--- src/rtl/rseq_pkg.sv ---
package rseq_pkg;

    typedef enum logic [2:0] {
        SQ_IDLE      = 3'd0,
        SQ_ON_WAIT   = 3'd1,
        SQ_RISE      = 3'd2,
        SQ_HOLD      = 3'd3,
        SQ_OFF_WAIT  = 3'd4,
        SQ_FALL      = 3'd5
    } rseq_state_e;

    typedef enum logic [1:0] {
        MD_OFF   = 2'd0,
        MD_RAMP  = 2'd1,
        MD_REG   = 2'd2,
        MD_LIGHT = 2'd3
    } rseq_mode_e;

    typedef enum logic [2:0] {
        AOP_KEEP   = 3'd0,
        AOP_INC    = 3'd1,
        AOP_DEC    = 3'd2,
        AOP_TARGET = 3'd3,
        AOP_FOLLOW = 3'd4,
        AOP_ZERO   = 3'd5
    } rseq_acc_op_e;

    typedef enum logic [1:0] {
        TSEL_ON   = 2'd0,
        TSEL_RISE = 2'd1,
        TSEL_OFF  = 2'd2,
        TSEL_FALL = 2'd3
    } rseq_tsel_e;

    // Control word from the sequencing FSM to the datapath
    typedef struct packed {
        rseq_acc_op_e op;
        logic         step_ld;
        logic         step_from_acc;
        logic         den_fall;
        logic         tmr_ld;
        rseq_tsel_e   tmr_sel;
        logic         tmr_dec;
        logic         tgt_ld;
    } rseq_ctrl_t;

    function automatic rseq_mode_e mode_of(rseq_state_e st, logic light);
        case (st)
            SQ_RISE, SQ_FALL:     mode_of = MD_RAMP;
            SQ_HOLD, SQ_OFF_WAIT: mode_of = light ? MD_LIGHT : MD_REG;
            default:              mode_of = MD_OFF;
        endcase
    endfunction

endpackage

--- src/rtl/rseq_timer.sv ---
module rseq_timer #(
    parameter int W = 16
) (
    input  logic         clk_i,
    input  logic         rst_i,
    input  logic         ld_i,
    input  logic [W-1:0] ld_val_i,
    input  logic         dec_i,
    output logic         zero_o
);
    logic [W-1:0] cnt_q;

    always_ff @(posedge clk_i) begin
        if (rst_i) begin
            cnt_q <= '0;
        end else if (ld_i) begin
            cnt_q <= ld_val_i;
        end else if (dec_i && cnt_q != '0) begin
            cnt_q <= cnt_q - W'(1);
        end
    end

    assign zero_o = (cnt_q == '0);
endmodule

--- src/rtl/rseq_ramp_acc.sv ---
module rseq_ramp_acc
    import rseq_pkg::*;
#(
    parameter int CODE_W = 12,
    parameter int FRAC_W = 16,
    parameter int TIME_W = 16
) (
    input  logic              clk_i,
    input  logic              rst_i,
    input  rseq_acc_op_e      op_i,
    input  logic              step_ld_i,
    input  logic              step_from_acc_i,
    input  logic [CODE_W-1:0] new_tgt_i,
    input  logic [TIME_W-1:0] den_i,
    input  logic [CODE_W-1:0] tgt_i,
    input  logic [CODE_W-1:0] follow_i,
    output logic [CODE_W-1:0] code_o
);
    localparam int ACC_W = CODE_W + FRAC_W;

    logic [ACC_W-1:0]  acc_q;
    logic [ACC_W-1:0]  step_q;
    logic [ACC_W-1:0]  num_w;
    logic [TIME_W-1:0] den_nz_w;
    logic [ACC_W-1:0]  quot_w;

    // One divide per sequence phase: span / length, length of zero treated as one
    always_comb begin
        num_w    = step_from_acc_i ? acc_q : {new_tgt_i, {FRAC_W{1'b0}}};
        den_nz_w = (den_i == '0) ? TIME_W'(1) : den_i;
        quot_w   = num_w / ACC_W'(den_nz_w);
    end

    always_ff @(posedge clk_i) begin
        if (rst_i) begin
            acc_q  <= '0;
            step_q <= '0;
        end else begin
            if (step_ld_i) begin
                step_q <= quot_w;
            end
            case (op_i)
                AOP_INC:    acc_q <= acc_q + step_q;
                AOP_DEC:    acc_q <= (acc_q >= step_q) ? acc_q - step_q : '0;
                AOP_TARGET: acc_q <= {tgt_i, {FRAC_W{1'b0}}};
                AOP_FOLLOW: acc_q <= {follow_i, {FRAC_W{1'b0}}};
                AOP_ZERO:   acc_q <= '0;
                default:    acc_q <= acc_q;
            endcase
        end
    end

    assign code_o = acc_q[ACC_W-1 -: CODE_W];
endmodule

--- src/rtl/rseq_ctrl.sv ---
module rseq_ctrl
    import rseq_pkg::*;
(
    input  logic        clk_i,
    input  logic        rst_i,
    input  logic        en_i,
    input  logic        track_en_i,
    input  logic        trk_reached_i,
    input  logic        trk_zero_i,
    input  logic        tmr_zero_i,
    input  logic        light_i,
    output rseq_state_e state_o,
    output rseq_ctrl_t  ctl_o,
    output rseq_mode_e  mode_o,
    output logic        pgood_o
);
    rseq_state_e st_q, st_d;
    logic        pg_q, pg_set;

    always_comb begin
        st_d   = st_q;
        pg_set = 1'b0;
        ctl_o  = '{op: AOP_KEEP, step_ld: 1'b0, step_from_acc: 1'b0,
                   den_fall: 1'b0, tmr_ld: 1'b0, tmr_sel: TSEL_ON,
                   tmr_dec: 1'b0, tgt_ld: 1'b0};
        case (st_q)
            SQ_IDLE: begin
                if (en_i) begin
                    st_d          = SQ_ON_WAIT;
                    ctl_o.tmr_ld  = 1'b1;
                    ctl_o.tmr_sel = TSEL_ON;
                    ctl_o.step_ld = 1'b1;
                    ctl_o.tgt_ld  = 1'b1;
                end
            end
            SQ_ON_WAIT: begin
                if (!en_i) begin
                    st_d = SQ_IDLE;
                end else if (tmr_zero_i) begin
                    st_d          = SQ_RISE;
                    ctl_o.tmr_ld  = 1'b1;
                    ctl_o.tmr_sel = TSEL_RISE;
                end else begin
                    ctl_o.tmr_dec = 1'b1;
                end
            end
            SQ_RISE: begin
                if (!en_i) begin
                    st_d                = SQ_FALL;
                    ctl_o.step_ld       = 1'b1;
                    ctl_o.step_from_acc = 1'b1;
                    ctl_o.den_fall      = 1'b1;
                    ctl_o.tmr_ld        = 1'b1;
                    ctl_o.tmr_sel       = TSEL_FALL;
                end else if (track_en_i) begin
                    ctl_o.op = AOP_FOLLOW;
                    if (trk_reached_i) begin
                        st_d   = SQ_HOLD;
                        pg_set = 1'b1;
                    end
                end else if (tmr_zero_i) begin
                    ctl_o.op = AOP_TARGET;
                    st_d     = SQ_HOLD;
                    pg_set   = 1'b1;
                end else begin
                    ctl_o.op      = AOP_INC;
                    ctl_o.tmr_dec = 1'b1;
                end
            end
            SQ_HOLD: begin
                if (!en_i) begin
                    st_d          = SQ_OFF_WAIT;
                    ctl_o.tmr_ld  = 1'b1;
                    ctl_o.tmr_sel = TSEL_OFF;
                end
            end
            SQ_OFF_WAIT: begin
                if (tmr_zero_i) begin
                    st_d                = SQ_FALL;
                    ctl_o.step_ld       = 1'b1;
                    ctl_o.step_from_acc = 1'b1;
                    ctl_o.den_fall      = 1'b1;
                    ctl_o.tmr_ld        = 1'b1;
                    ctl_o.tmr_sel       = TSEL_FALL;
                end else begin
                    ctl_o.tmr_dec = 1'b1;
                end
            end
            SQ_FALL: begin
                if (track_en_i) begin
                    ctl_o.op = AOP_FOLLOW;
                    if (trk_zero_i) begin
                        st_d = SQ_IDLE;
                    end
                end else if (tmr_zero_i) begin
                    ctl_o.op = AOP_ZERO;
                    st_d     = SQ_IDLE;
                end else begin
                    ctl_o.op      = AOP_DEC;
                    ctl_o.tmr_dec = 1'b1;
                end
            end
            default: st_d = SQ_IDLE;
        endcase
    end

    always_ff @(posedge clk_i) begin
        if (rst_i) begin
            st_q <= SQ_IDLE;
            pg_q <= 1'b0;
        end else begin
            st_q <= st_d;
            pg_q <= pg_set;
        end
    end

    assign state_o = st_q;
    assign pgood_o = pg_q;
    assign mode_o  = mode_of(st_q, light_i);
endmodule

--- src/rtl/rail_ref_sequencer.sv ---
module rail_ref_sequencer
    import rseq_pkg::*;
#(
    parameter int CODE_W = 12,
    parameter int TIME_W = 16,
    parameter int FRAC_W = 16
) (
    input  logic              clk_i,
    input  logic              rst_i,
    input  logic              en_i,
    input  logic [CODE_W-1:0] target_code_i,
    input  logic [TIME_W-1:0] on_delay_i,
    input  logic [TIME_W-1:0] rise_time_i,
    input  logic [TIME_W-1:0] off_delay_i,
    input  logic [TIME_W-1:0] fall_time_i,
    input  logic              track_en_i,
    input  logic [CODE_W-1:0] track_code_i,
    input  logic              light_load_i,
    output logic [CODE_W-1:0] ref_code_o,
    output logic [1:0]        mode_o,
    output logic              pgood_o
);
    rseq_state_e       state_w;
    rseq_ctrl_t        ctl_w;
    rseq_mode_e        mode_w;
    logic              tmr_zero_w;
    logic [TIME_W-1:0] tmr_val_w;
    logic [TIME_W-1:0] den_w;
    logic [CODE_W-1:0] tgt_q;
    logic [CODE_W-1:0] follow_w;
    logic              trk_reached_w;
    logic              trk_zero_w;

    function automatic logic [TIME_W-1:0] last_idx(logic [TIME_W-1:0] len);
        last_idx = (len == '0) ? '0 : len - TIME_W'(1);
    endfunction

    always_ff @(posedge clk_i) begin
        if (rst_i) begin
            tgt_q <= '0;
        end else if (ctl_w.tgt_ld) begin
            tgt_q <= target_code_i;
        end
    end

    always_comb begin
        case (ctl_w.tmr_sel)
            TSEL_ON:   tmr_val_w = on_delay_i;
            TSEL_RISE: tmr_val_w = last_idx(rise_time_i);
            TSEL_OFF:  tmr_val_w = off_delay_i;
            default:   tmr_val_w = last_idx(fall_time_i);
        endcase
        den_w         = ctl_w.den_fall ? fall_time_i : rise_time_i;
        follow_w      = (track_code_i < tgt_q) ? track_code_i : tgt_q;
        trk_reached_w = (track_code_i >= tgt_q);
        trk_zero_w    = (track_code_i == '0);
    end

    rseq_ctrl u_ctrl (
        .clk_i         (clk_i),
        .rst_i         (rst_i),
        .en_i          (en_i),
        .track_en_i    (track_en_i),
        .trk_reached_i (trk_reached_w),
        .trk_zero_i    (trk_zero_w),
        .tmr_zero_i    (tmr_zero_w),
        .light_i       (light_load_i),
        .state_o       (state_w),
        .ctl_o         (ctl_w),
        .mode_o        (mode_w),
        .pgood_o       (pgood_o)
    );

    rseq_timer #(.W(TIME_W)) u_timer (
        .clk_i    (clk_i),
        .rst_i    (rst_i),
        .ld_i     (ctl_w.tmr_ld),
        .ld_val_i (tmr_val_w),
        .dec_i    (ctl_w.tmr_dec),
        .zero_o   (tmr_zero_w)
    );

    rseq_ramp_acc #(.CODE_W(CODE_W), .FRAC_W(FRAC_W), .TIME_W(TIME_W)) u_acc (
        .clk_i           (clk_i),
        .rst_i           (rst_i),
        .op_i            (ctl_w.op),
        .step_ld_i       (ctl_w.step_ld),
        .step_from_acc_i (ctl_w.step_from_acc),
        .new_tgt_i       (target_code_i),
        .den_i           (den_w),
        .tgt_i           (tgt_q),
        .follow_i        (follow_w),
        .code_o          (ref_code_o)
    );

    assign mode_o = mode_w;
endmodule

--- config.mk ---
export PLATFORM = sky130hd
export DESIGN_NAME = rail_ref_sequencer
export DESIGN_NICKNAME = d
export VERILOG_FILES = /design/src/rtl/rseq_pkg.sv /design/src/rtl/rseq_timer.sv /design/src/rtl/rseq_ramp_acc.sv /design/src/rtl/rseq_ctrl.sv /design/src/rtl/rail_ref_sequencer.sv
export SDC_FILE = /design/constraint.sdc
export NUM_CORES = 1
export LEC_CHECK = 0
export BUFFER_PORTS_ARGS = -buffer_cell sky130_fd_sc_hd__buf_2
export CORE_MARGIN = 2
export CORE_UTILIZATION = 60
export CTS_BUF_LIST = sky130_fd_sc_hd__clkbuf_8 sky130_fd_sc_hd__clkbuf_16
export DETAILED_ROUTE_END_ITERATION = 10
export PLACE_DENSITY_LB_ADDON = 0.1
export SLEW_MARGIN = 10
export SYNTH_ARGS = -nofsm -noshare
export SYNTH_HDL_FRONTEND = slang
export SYNTH_SLANG_ARGS = --single-unit
--- constraint.sdc ---
create_clock -name clk_i -period 239.5 [get_ports clk_i]
set_input_delay 23.95 -clock clk_i [delete_from_list [all_inputs] [get_ports clk_i]]
set_output_delay 23.95 -clock clk_i [all_outputs]
set_load 0.1 [all_outputs]
==> flow_summary.ini <==
[status]
outcome = complete, no violations

[detailed_routing]
drt_iter0_markers = 3159
vias = 29010
routedWlPerCell_um = 21.22
antenna_left = 0
wl_mm = 90.33
viasPerCell = 6.816
drt_pass1_iterations = 7
drc = 0

[worst_setup_path]
path_max_fanout = 35
required_ns = 239.74
max_stage_delay_ns = 0.71
criticalPathCategory = input port to register
start_kind = input port
setup.worst_path.start = en_i
cpMostUsedCell = o21a_1
cp-end-kind = register
cp_slowest_cell = or4b_1
cp.arrival_ns = 107.35
timing.rr.start = u_timer.cnt_q[0]$_SDFFE_PP0P_

[placed_design]
pre_cts_ws_ns = 133.68
postPlaceCellArea_um2 = 27000
gp_congestion = 1.033
portBuffers = 107
dpl.hpwl_mm = 70.44

[grt]
grt_antenna_before_repair = 1
first_global_vias = 27600
grt_first_pass_wirelength_mm = 142.2
track_usage_pct = 39.22
grt_max_degree = 89
grt_overflow = 0

[synth]
syn_nets = 4133
ys_warn_count = 0
synth_top_area_share_pct = 19.16
dominantRegCellSynth = dfxtp_1
synth-seq-cells = 88
synthTopCellsByArea = ha_1, dfxtp_1, a21oi_1
syn_area_per_cell_um2 = 7.122
syn-cell-area_um2 = 25930
yosysTopAreaCell = ha_1
synthArstFlopShare_pct = 0
ys_seq_area_share_pct = 6.794
synthDistinctLibCells = 122
syn_inst = 3641
synth_edf_count = 0

[sta]
fin_setup_tns_ns = 0
setup_viol = 0
skew_ns = 0.01457
fmax_ghz = 0.009337
fin_crit_sh_pct = 44.72
hold_violations = 0
relSlewSlack_pct = 21.25
fin_crit_ns = 107.10
slew_violations = 0
rsz0062_at_grt = false
setup_ws_ns = 132.40
tightest_slew_ns = 1.175

[final_layout]
drive_above_1_share_pct = 9.809
syn_to_final_growth_pct = 5.308
design_area_um2 = 27310
nets = 4158

[clocking]
h-tree-depth = 3
clkLatencyLatePin_ns = 0.36
post_cts_resized = 0
numCtsBuffers = 9
clock_sinks = 88
cts_tree = built
path_clk_slew_ns = 0.08
ctsLongestPathBuffers = 2
hold_buffers = 0
cts_setup_buffers = 0
cts-root-buf = clkbuf_16

[floorplan]
num_io_pins = 108
die_w_um = 211.9
dieArea_um2 = 44900
core.rowCount = 76
coreArea_um2 = 42890
start_util_pct = 60.46
die_y_um = 211.9

[run]
maxCapViolCount = 0

[hold_path]
hp-class = register to register
min_from = u_acc.step_q[13]$_SDFFE_PP0P_
==> worst paths after layout <==
kind	endpoint	cells past startpoint	slack, ns
hold / removal	u_acc.step_q[13]$_SDFFE_PP0P_	2	0.48
hold reg to reg	u_acc.step_q[13]$_SDFFE_PP0P_	2	0.48
setup / recovery	u_acc.step_q[0]$_SDFFE_PP0P_	350	132.40
setup reg to reg	u_acc.step_q[0]$_SDFFE_PP0P_	352	155.01
==> critical path: cells and delay by family <==
kind                       cells  cell delay (ns)
AOI/OAI and AO/OA            214            48.77
and+or+nand+nor               87            19.91
adders and majority gates     27             8.49
buffers and inverters         15             3.63
muxes                          7             2.41
==> registers in the layout, summed over array words and instances (netlist names) <==
| signal | count |
|---|---|
| tgt_q | 12 |
| u_ctrl.pgood_o | 1 |
| u_ctrl.state_o | 3 |
| u_timer.cnt_q | 16 |
| u_acc.step_q | 28 |
| u_acc.acc_q | 28 |
==> cell usage in the layout (no fill, tap or decap), drive strengths merged, types with 38 or more instances in the layout <==
cell,synthesis,routed
o21bai,41,41
o21a,148,148
o211ai,56,56
nor2,363,363
nand2,366,366
o31ai,94,94
mux2,80,80
ha,397,397
a21o,107,107
buf,52,150
nor2b,38,38
a21oi,295,295
xnor2,116,116
inv,132,134
nand4,42,42
mux2i,44,44
nor3,178,178
xor2,72,72
nand2b,47,47
a211oi,56,56
dfxtp,88,88
a31oi,38,38
o21ai,191,191
nand3,78,78
==> cell usage after synthesis (all sizes together), types with 80 or more instances <==
| cell type | instances |
|---|---|
| ha | 397 |
| nand2 | 366 |
| nor2 | 363 |
| a21oi | 295 |
| o21ai | 191 |
| nor3 | 178 |
| o21a | 148 |
| inv | 132 |
| xnor2 | 116 |
| a21o | 107 |
| o31ai | 94 |
| dfxtp | 88 |
| clkbuf | 84 |
| mux2 | 80 |
==> metal layers <==
metal	track usage [%]	vias to the layer above	part of all wire, %
met5	1.335	-	0.096
met2	65.28	1347	45
met1	49.96	13640	41
met4	18.21	4	4.8
met3	5.400	282	8.5
li1	-	13740	-
==> area by class of cell <==
type,count,area [um2]
timing repair buffer,150,858.3
sequential,88,1762
multi-input combinational,3283,23150
inverter,134,508.0
clock buffer,10,239.0
fill,4001,15580
tap,585,732.0
clock inverter,5,57.56
antenna,1,2.502
==> metrics by stage <==
stage	hold slack [ns]	cells	utilization, %
after floorplan	0.4486	3641	-
after global placement	0.4635	4240	62.95
after detailed placement	0.4714	4240	62.95
after CTS	0.4803	4255	63.65
after global routing	0.5029	4255	63.67
final	0.4806	4256	63.67
==> cell families (layout without fill, tap and decap cells) <==
group                      after synthesis  after routing  share of synthesized area, %
other                                    0              1                             0
muxes                                  124            124                         5.231
adders and majority gates              399            399                         19.31
AOI/OAI and AO/OA                     1243           1243                         32.90
and+or+nand+nor                       1329           1329                         24.89
buffers and inverters                  270            299                         4.521
xor gates and xnor gates               188            188                         6.350
DFF                                     88             88                         6.794
Power is left out: the tool's default activity adds up to more than one toggle a clock period on the data nets, which glitch-free logic cannot reach.
